File: config.mk
export PLATFORM = sky130hd
export DESIGN_NAME = fm_env_gen
export DESIGN_NICKNAME = d
export VERILOG_FILES = /design/src/rtl/fm_env_pkg.sv /design/src/rtl/fm_env_sched.sv /design/src/rtl/fm_env_rate.sv /design/src/rtl/fm_env_step.sv /design/src/rtl/fm_env_gen.sv
export SDC_FILE = /design/constraint.sdc
export NUM_CORES = 2
export LEC_CHECK = 0
export CAP_MARGIN = 20
export CORE_MARGIN = 3
export CORE_UTILIZATION = 23
export DETAILED_ROUTE_END_ITERATION = 10
export GPL_TIMING_DRIVEN = 0
export PLACE_DENSITY = 0.34
export SLEW_MARGIN = 20
export SYNTH_ARGS = -nofsm -noshare
export SYNTH_HDL_FRONTEND = slang
export SYNTH_SLANG_ARGS = --single-unit
File: constraint.sdc
create_clock -name clk -period 26.5 [get_ports clk]
set_input_delay 5.3 -clock clk [delete_from_list [all_inputs] [get_ports clk]]
set_output_delay 5.3 -clock clk [all_outputs]
set_load 0.005 [all_outputs]
File: src/rtl/fm_env_pkg.sv
package fm_env_pkg;

  localparam int ATT_W = 10;
  localparam logic [ATT_W-1:0] ATT_MAX = '1;

  typedef enum logic [1:0] {
    PH_ATK = 2'd0,
    PH_DEC = 2'd1,
    PH_SUS = 2'd2,
    PH_REL = 2'd3
  } env_phase_e;

  typedef struct packed {
    logic [4:0] ar;
    logic [4:0] dr;
    logic [4:0] sr;
    logic [3:0] rr;
    logic [3:0] sl;
    logic [1:0] ks;
    logic [4:0] kc;
  } slot_cfg_t;

  // scaled rate, clamped to the 6-bit range
  function automatic logic [5:0] eff_rate(input logic [4:0] r, input logic [4:0] kc,
                                          input logic [1:0] ks);
    logic [6:0] s;
    if (r == 5'd0) return 6'd0;
    s = {1'b0, r, 1'b0} + {2'b00, (kc >> (2'd3 - ks))};
    return (s > 7'd63) ? 6'd63 : s[5:0];
  endfunction

  // number of low counter bits that must be zero for an update
  function automatic logic [3:0] rate_shift(input logic [5:0] r);
    logic [5:0] d;
    d = 6'd47 - r;
    return (r < 6'd48) ? d[5:2] : 4'd0;
  endfunction

  function automatic logic [3:0] inc_lookup(input logic [5:0] r, input logic [2:0] step);
    logic [7:0] m;
    logic [1:0] row;
    logic [1:0] base;
    logic [3:0] sh;
    if (r < 6'd2) return 4'd0;
    if (r >= 6'd60) return 4'd8;
    if (r < 6'd48) begin
      row = (r < 6'd8) ? (((r[2:1]) == 2'b11) ? 2'd2 : 2'd0) : r[1:0];
      unique case (row)
        2'd0: m = 8'hAA;
        2'd1: m = 8'hBA;
        2'd2: m = 8'hEE;
        default: m = 8'hFE;
      endcase
      return {3'b000, m[step]};
    end
    unique case (r[1:0])
      2'd0: m = 8'h00;
      2'd1: m = 8'h88;
      2'd2: m = 8'hAA;
      default: m = 8'hEE;
    endcase
    base = 2'd1 + {1'b0, m[step]};
    sh = {2'b00, r[3:2]} - 4'd0;
    sh = {2'b00, (r - 6'd48) >> 2}[3:0];
    return {2'b00, base} << sh;
  endfunction

  function automatic logic [ATT_W-1:0] sustain_full(input logic [3:0] sl);
    return (sl == 4'hF) ? ATT_MAX : {1'b0, sl, 5'b00000};
  endfunction

  // attack step: rounded-up sixteenth of (att+1)*inc
  function automatic logic [ATT_W-1:0] attack_dec(input logic [ATT_W-1:0] att,
                                                  input logic [3:0] inc);
    logic [14:0] p;
    p = ({5'b00000, att} + 15'd1) * {11'b0, inc} + 15'd15;
    return p[13:4];
  endfunction

endpackage

File: src/rtl/fm_env_sched.sv
module fm_env_sched #(
  parameter int NUM_SLOTS = 24,
  parameter int CNT_W     = 15,
  parameter int SLOT_W    = $clog2(NUM_SLOTS)
) (
  input  logic              clk,
  input  logic              rst_n,
  input  logic              upd_stb,
  output logic [SLOT_W-1:0] slot,
  output logic [CNT_W-1:0]  cnt
);
  localparam logic [SLOT_W-1:0] LAST = SLOT_W'(NUM_SLOTS - 1);

  always_ff @(posedge clk or negedge rst_n) begin
    if (!rst_n) begin
      slot <= '0;
      cnt  <= '0;
    end else if (upd_stb) begin
      if (slot == LAST) begin
        slot <= '0;
        cnt  <= cnt + CNT_W'(1);
      end else begin
        slot <= slot + SLOT_W'(1);
      end
    end
  end
endmodule

File: src/rtl/fm_env_rate.sv
module fm_env_rate
  import fm_env_pkg::*;
#(
  parameter int CNT_W = 15
) (
  input  slot_cfg_t         cfg,
  input  env_phase_e        ph,
  input  logic [CNT_W-1:0]  cnt,
  output logic              gate,
  output logic [3:0]        inc,
  output logic              atk_instant
);
  logic [4:0]       raw;
  logic [5:0]       rate;
  logic [3:0]       sh;
  logic [CNT_W-1:0] mask;
  logic [CNT_W-1:0] shifted;

  always_comb begin
    unique case (ph)
      PH_ATK:  raw = cfg.ar;
      PH_DEC:  raw = cfg.dr;
      PH_SUS:  raw = cfg.sr;
      default: raw = {cfg.rr, 1'b1};
    endcase
    rate        = eff_rate(raw, cfg.kc, cfg.ks);
    sh          = rate_shift(rate);
    mask        = (CNT_W'(1) << sh) - CNT_W'(1);
    gate        = (cnt & mask) == '0;
    shifted     = cnt >> sh;
    inc         = inc_lookup(rate, shifted[2:0]);
    atk_instant = eff_rate(cfg.ar, cfg.kc, cfg.ks) >= 6'd62;
  end
endmodule

File: src/rtl/fm_env_step.sv
module fm_env_step
  import fm_env_pkg::*;
(
  input  logic [ATT_W-1:0] att,
  input  env_phase_e       ph,
  input  logic             gate,
  input  logic [3:0]       inc,
  input  logic             key_apply,
  input  logic             key_kind,
  input  logic             atk_instant,
  output logic [ATT_W-1:0] att_nx,
  output env_phase_e       ph_nx
);
  logic [ATT_W-1:0] dec;
  logic [ATT_W:0]   sum;

  always_comb begin
    att_nx = att;
    ph_nx  = ph;
    dec    = attack_dec(att, inc);
    sum    = {1'b0, att} + {{(ATT_W-3){1'b0}}, inc};
    if (key_apply) begin
      if (!key_kind) begin
        ph_nx = PH_REL;
      end else if (atk_instant) begin
        att_nx = '0;
        ph_nx  = PH_DEC;
      end else begin
        ph_nx = PH_ATK;
      end
    end else if (gate) begin
      if (ph == PH_ATK) begin
        if (dec >= att) begin
          att_nx = '0;
          ph_nx  = PH_DEC;
        end else begin
          att_nx = att - dec;
        end
      end else begin
        att_nx = sum[ATT_W] ? ATT_MAX : sum[ATT_W-1:0];
      end
    end
  end
endmodule

File: src/rtl/fm_env_gen.sv
module fm_env_gen
  import fm_env_pkg::*;
#(
  parameter int NUM_SLOTS = 24,
  parameter int CNT_W     = 15,
  parameter int SLOT_W    = $clog2(NUM_SLOTS)
) (
  input  logic              clk,
  input  logic              rst_n,
  input  logic              upd_stb,
  input  logic              cfg_we,
  input  logic [SLOT_W-1:0] cfg_slot,
  input  logic [4:0]        cfg_ar,
  input  logic [4:0]        cfg_dr,
  input  logic [4:0]        cfg_sr,
  input  logic [3:0]        cfg_rr,
  input  logic [3:0]        cfg_sl,
  input  logic [1:0]        cfg_ks,
  input  logic [4:0]        cfg_kc,
  input  logic              key_stb,
  input  logic [SLOT_W-1:0] key_slot,
  input  logic              key_on,
  input  logic [SLOT_W-1:0] rd_slot,
  output logic [9:0]        rd_att,
  output logic [1:0]        rd_phase,
  output logic [SLOT_W-1:0] svc_slot,
  output logic [CNT_W-1:0]  env_cnt
);
  localparam logic [SLOT_W-1:0] LAST = SLOT_W'(NUM_SLOTS - 1);

  slot_cfg_t        cfg_q  [NUM_SLOTS];
  logic [ATT_W-1:0] att_q  [NUM_SLOTS];
  env_phase_e       ph_q   [NUM_SLOTS];
  logic [1:0]       pend_q [NUM_SLOTS];

  slot_cfg_t        cfg_new;
  slot_cfg_t        cfg_cur;
  logic [ATT_W-1:0] att_cur;
  env_phase_e       ph_cur;
  env_phase_e       ph_eff;
  logic [1:0]       pend_cur;
  logic             key_apply;
  logic             gate_open;
  logic [3:0]       inc;
  logic             atk_instant;
  logic [ATT_W-1:0] att_nx;
  env_phase_e       ph_nx;
  logic             rd_ok;

  always_comb begin
    cfg_new.ar = cfg_ar;
    cfg_new.dr = cfg_dr;
    cfg_new.sr = cfg_sr;
    cfg_new.rr = cfg_rr;
    cfg_new.sl = cfg_sl;
    cfg_new.ks = cfg_ks;
    cfg_new.kc = cfg_kc;
  end

  fm_env_sched #(.NUM_SLOTS(NUM_SLOTS), .CNT_W(CNT_W), .SLOT_W(SLOT_W)) sched_i (
    .clk(clk), .rst_n(rst_n), .upd_stb(upd_stb), .slot(svc_slot), .cnt(env_cnt)
  );

  // state of the slot under service
  assign cfg_cur   = cfg_q[svc_slot];
  assign att_cur   = att_q[svc_slot];
  assign ph_cur    = ph_q[svc_slot];
  assign pend_cur  = pend_q[svc_slot];
  assign key_apply = pend_cur[1];
  assign ph_eff    = (ph_cur == PH_DEC && att_cur >= sustain_full(cfg_cur.sl)) ? PH_SUS : ph_cur;

  fm_env_rate #(.CNT_W(CNT_W)) rate_i (
    .cfg(cfg_cur), .ph(ph_eff), .cnt(env_cnt),
    .gate(gate_open), .inc(inc), .atk_instant(atk_instant)
  );

  fm_env_step step_i (
    .att(att_cur), .ph(ph_eff), .gate(gate_open), .inc(inc),
    .key_apply(key_apply), .key_kind(pend_cur[0]), .atk_instant(atk_instant),
    .att_nx(att_nx), .ph_nx(ph_nx)
  );

  for (genvar g = 0; g < NUM_SLOTS; g++) begin : g_slot
    logic hit_cfg, hit_key, hit_svc;
    assign hit_cfg = cfg_we  && (cfg_slot == SLOT_W'(g));
    assign hit_key = key_stb && (key_slot == SLOT_W'(g));
    assign hit_svc = upd_stb && (svc_slot == SLOT_W'(g));

    always_ff @(posedge clk or negedge rst_n) begin
      if (!rst_n) begin
        cfg_q[g]  <= '0;
        att_q[g]  <= ATT_MAX;
        ph_q[g]   <= PH_REL;
        pend_q[g] <= 2'b00;
      end else begin
        if (hit_cfg) cfg_q[g] <= cfg_new;
        if (hit_key)      pend_q[g] <= {1'b1, key_on};
        else if (hit_svc) pend_q[g] <= 2'b00;
        if (hit_svc) begin
          att_q[g] <= att_nx;
          ph_q[g]  <= ph_nx;
        end
      end
    end

    // state only moves on a strobe
    p_hold_r11: assert property (@(posedge clk) disable iff (!rst_n)
      !upd_stb |=> $stable(att_q[g]) && $stable(ph_q[g]));
  end

  assign rd_ok    = rd_slot <= LAST;
  assign rd_att   = rd_ok ? att_q[rd_slot] : ATT_MAX;
  assign rd_phase = rd_ok ? ph_q[rd_slot] : PH_REL;

  // pointer wraps after the last slot and the counter steps
  p_wrap_r2: assert property (@(posedge clk) disable iff (!rst_n)
    upd_stb && svc_slot == LAST |=> svc_slot == '0 && env_cnt == $past(env_cnt) + CNT_W'(1));
  p_cnt_hold_r2: assert property (@(posedge clk) disable iff (!rst_n)
    !upd_stb |=> $stable(env_cnt) && $stable(svc_slot));
  // closed gate leaves the serviced slot untouched
  p_gate_r4: assert property (@(posedge clk) disable iff (!rst_n)
    upd_stb && !key_apply && !gate_open |-> att_nx == att_cur);
  // increment never exceeds 8
  p_inc_max_r5: assert property (@(posedge clk) disable iff (!rst_n)
    upd_stb |-> inc <= 4'd8);
  // attack only lowers attenuation
  p_attack_dir_r6: assert property (@(posedge clk) disable iff (!rst_n)
    upd_stb && !key_apply && ph_eff == PH_ATK |-> att_nx <= att_cur);
  // other phases only raise it, without wrapping
  p_no_wrap_r7: assert property (@(posedge clk) disable iff (!rst_n)
    upd_stb && !key_apply && ph_eff != PH_ATK |-> att_nx >= att_cur);
  // instant attack lands at full level in decay
  p_instant_r9: assert property (@(posedge clk) disable iff (!rst_n)
    upd_stb && key_apply && pend_cur[0] && atk_instant |=> rd_slot != $past(svc_slot) ||
      (rd_att == '0 && rd_phase == 2'd1));
endmodule

==> key figures <==
Run status
  • Status: finished clean

Synthesis
  • Top FF cell, synth: dfrtp_1
  • Syn Inst Count: 4370
  • Post-Syn Area per Cell: ~13 um^2
  • Synth Warn #: 0
  • Seq/Total Area, Yosys: between 40% and 50%
  • EDFF count, synth: 0
  • Library cells used by synthesis: 105
  • Synthesis-stage register bit count: 1076
  • Yosys top cell area share: 34.9%
  • Area leader, netlist: dfrtp_1
  • Synth area leaders: dfrtp_1 (35%), mux2_2 (14%), mux4_2 (14%)
  • Post-synth top cells: dfrtp_1 (788), mux2_2 (724), nand2_1 (372)
  • Async SR Flop Fraction: 100%
  • Net count after synthesis: 4517
  • Count leader, synth: dfrtp_1
  • Syn Std Cell Area: between 50000 and 60000 um^2

Clocking
  • Clock Sinks: between 1000 and 1500
  • Cts bufs inserted: roughly 140
  • Clock slew at reported path FFs: roughly 60 ps
  • Clock tree buffer depth: 3
  • CTS tree: done
  • Post-CTS sizing: 0
  • Post-CTS Setup Bufs: 0
  • H-tree depth: 4
  • Hold Buf Count CTS: 0
  • Worst skew pair latency: about 800 ps
  • Clock root buffer: clkbuf_16

Timing
  • Slew Viols, Final: 0
  • Setup_tns: 0 ps
  • Clock Skew: ~38 ps
  • Least-Margin Pin Slew: approximately 1200 ps
  • Max-slew headroom: a little under a quarter
  • Top achievable clock speed: 44.3 MHz
  • Tmin final: 22570 ps
  • Setup violations, final: 0
  • RSZ-0062 raised after global routing: false
  • Final hold vios: 0
  • Fin crit share: around 85%

Floorplan
  • I/O pin total: 83
  • Starting density of the core: roughly 23%
  • Core Region: 244000 um^2
  • Die Area: 252000 um^2
  • Die height: 502 um
  • Die Wd: 502 um
  • Row count: 181

Global routing
  • Largest net degree at the start of global routing: 136
  • Gr ovfl total: 0
  • Vias in the first global route: 40500
  • Overall Global Routing Usage: 18.6%
  • Initial antenna violation count: 13
  • First-pass GRT wire length: 332 mm

Critical path
  • Slowest stage delay, CP: 810 ps
  • CP Launch Type: flop
  • Critical path fanouts, max: 11
  • Crit Path Category: reg2reg
  • Worst path arrival time: 23270 ps
  • Critical Path RT: approximately 27000 ps
  • CP max stage cell: or4_1
  • CP endpoint kind: flop

Route
  • Remaining routing DRC violations: 0
  • DRT iter0 DRCs: 2700
  • First drt pass iteration count: 5
  • Detail Route Antenna Nets: 0
  • Avg WL per Cell: 29.7 um
  • Vias: 39200
  • Via density: 4.94
  • Final wirelength: 236 mm

Job
  • Max cap viols: 0

Placed design
  • Post-DP HPWL: 164 mm
  • Final weighted congestion of routability-driven global placement: 0.827
  • Buffers added on ports: 74

Hold path
  • Type of the most critical hold path: reg2reg

Finish
  • Final nets: between 4000 and 5000
  • Seq. cell area: roughly 27000 um^2
  • Area occupied by multi-input gates: 27300 um^2
  • Synth-to-Final Area Change: 17.7%
  • Share of cells above drive strength 1: between 30 and 40%
  • Filler cells: 25100
==> area by class of cell <==
cell class                      count  share of cell area (%)
Antenna cell                        5                  0.0188
Buffer                            392                    2.82
Clock buffer                      221                    6.19
Clock inverter                     32                   0.652
Inverter                           62                   0.350
Multi-Input combinational cell   2840                    41.1
Sequential cell                  1076                    41.0
Tap cell                         3202                    6.02
Timing Repair Buffer              102                    1.92
==> per-stage QoR <==
step                hold slack, ps  worst slack [ps]  util (%)  instances  cell area (um^2)
floorplan                      444             11290         -       4370             56600
global placement               457            -34580      25.1       7646             61300
detailed placement             464              3860      25.4       7672             62000
CTS                            477              3770      27.3       7925             66500
global route                   489              2720      27.3       7928             66600
finish                         473              3930      27.3       7932             66600
==> critical path: cells and delay by family, from the launching register on <==
family | cells | cell delay, ps
AND/OR/NAND/NOR | 11 | 3770
AO/OA/AOI/OAI | 24 | 6090
buffers and inverters | 21 | 8220
adder cells (fa/ha/maj) | 8 | 2770
XOR/XNOR | 2 | 300
flip-flops | 1 | 500
multiplexers | 2 | 650
==> worst paths after layout <==
check                           startpoint  slack, ps          to  cells after the start
setup / recovery           sched_i.slot[1]       3930   att_q[39]                     68
hold / removal                  pend_q[29]        470  pend_q[29]                      1
setup reg to reg           sched_i.slot[1]       3930   att_q[39]                     68
hold reg to reg                 pend_q[29]        470  pend_q[29]                      1
max in group asynchronous            rst_n      19670   att_q[13]                      5
min in group asynchronous            rst_n       4370  cfg_q[626]                      1
==> flip-flops by register name, indices dropped and copies added (netlist names) <==
register	count
cfg_q	720
att_q	240
pend_q	48
ph_q	48
sched_i.cnt	15
sched_i.slot	5
==> cells in the final DEF (no fill, tap or decap), drive strengths merged, types with 74 or more instances in the layout <==
cell type,n
a31oi,129
nand2,373
ha,74
dfrtp,788
dfstp,288
buf,161
mux2i,74
o31ai,131
clkbuf,481
o21ai,144
nor2,248
mux2,726
mux4,351
==> cell families after synthesis <==
logic type	count (synthesis)	share of synthesized area (%)
multiplexers	1151	29.7
flip-flops	1076	48.2
AND/OR/NAND/NOR	857	6.71
AO/OA/AOI/OAI	692	8.67
buffers and inverters	454	3.54
adder cells (fa/ha/maj)	96	2.42
XOR/XNOR	44	0.681
==> metal layers <==
| layer | vias up | track usage [%] | wire length (um) |
|---|---|---|---|
| li1 | 16900 | - | - |
| met1 | 21100 | 25.7 | 107000 |
| met2 | 967 | 30.7 | 113000 |
| met3 | 254 | 2.72 | 9910 |
| met4 | 0 | 4.28 | 5330 |
| met5 | - | 0 | 0 |
Power is left out: the tool's default activity adds up to more than one toggle a clock period on the data nets, which glitch-free logic cannot reach.
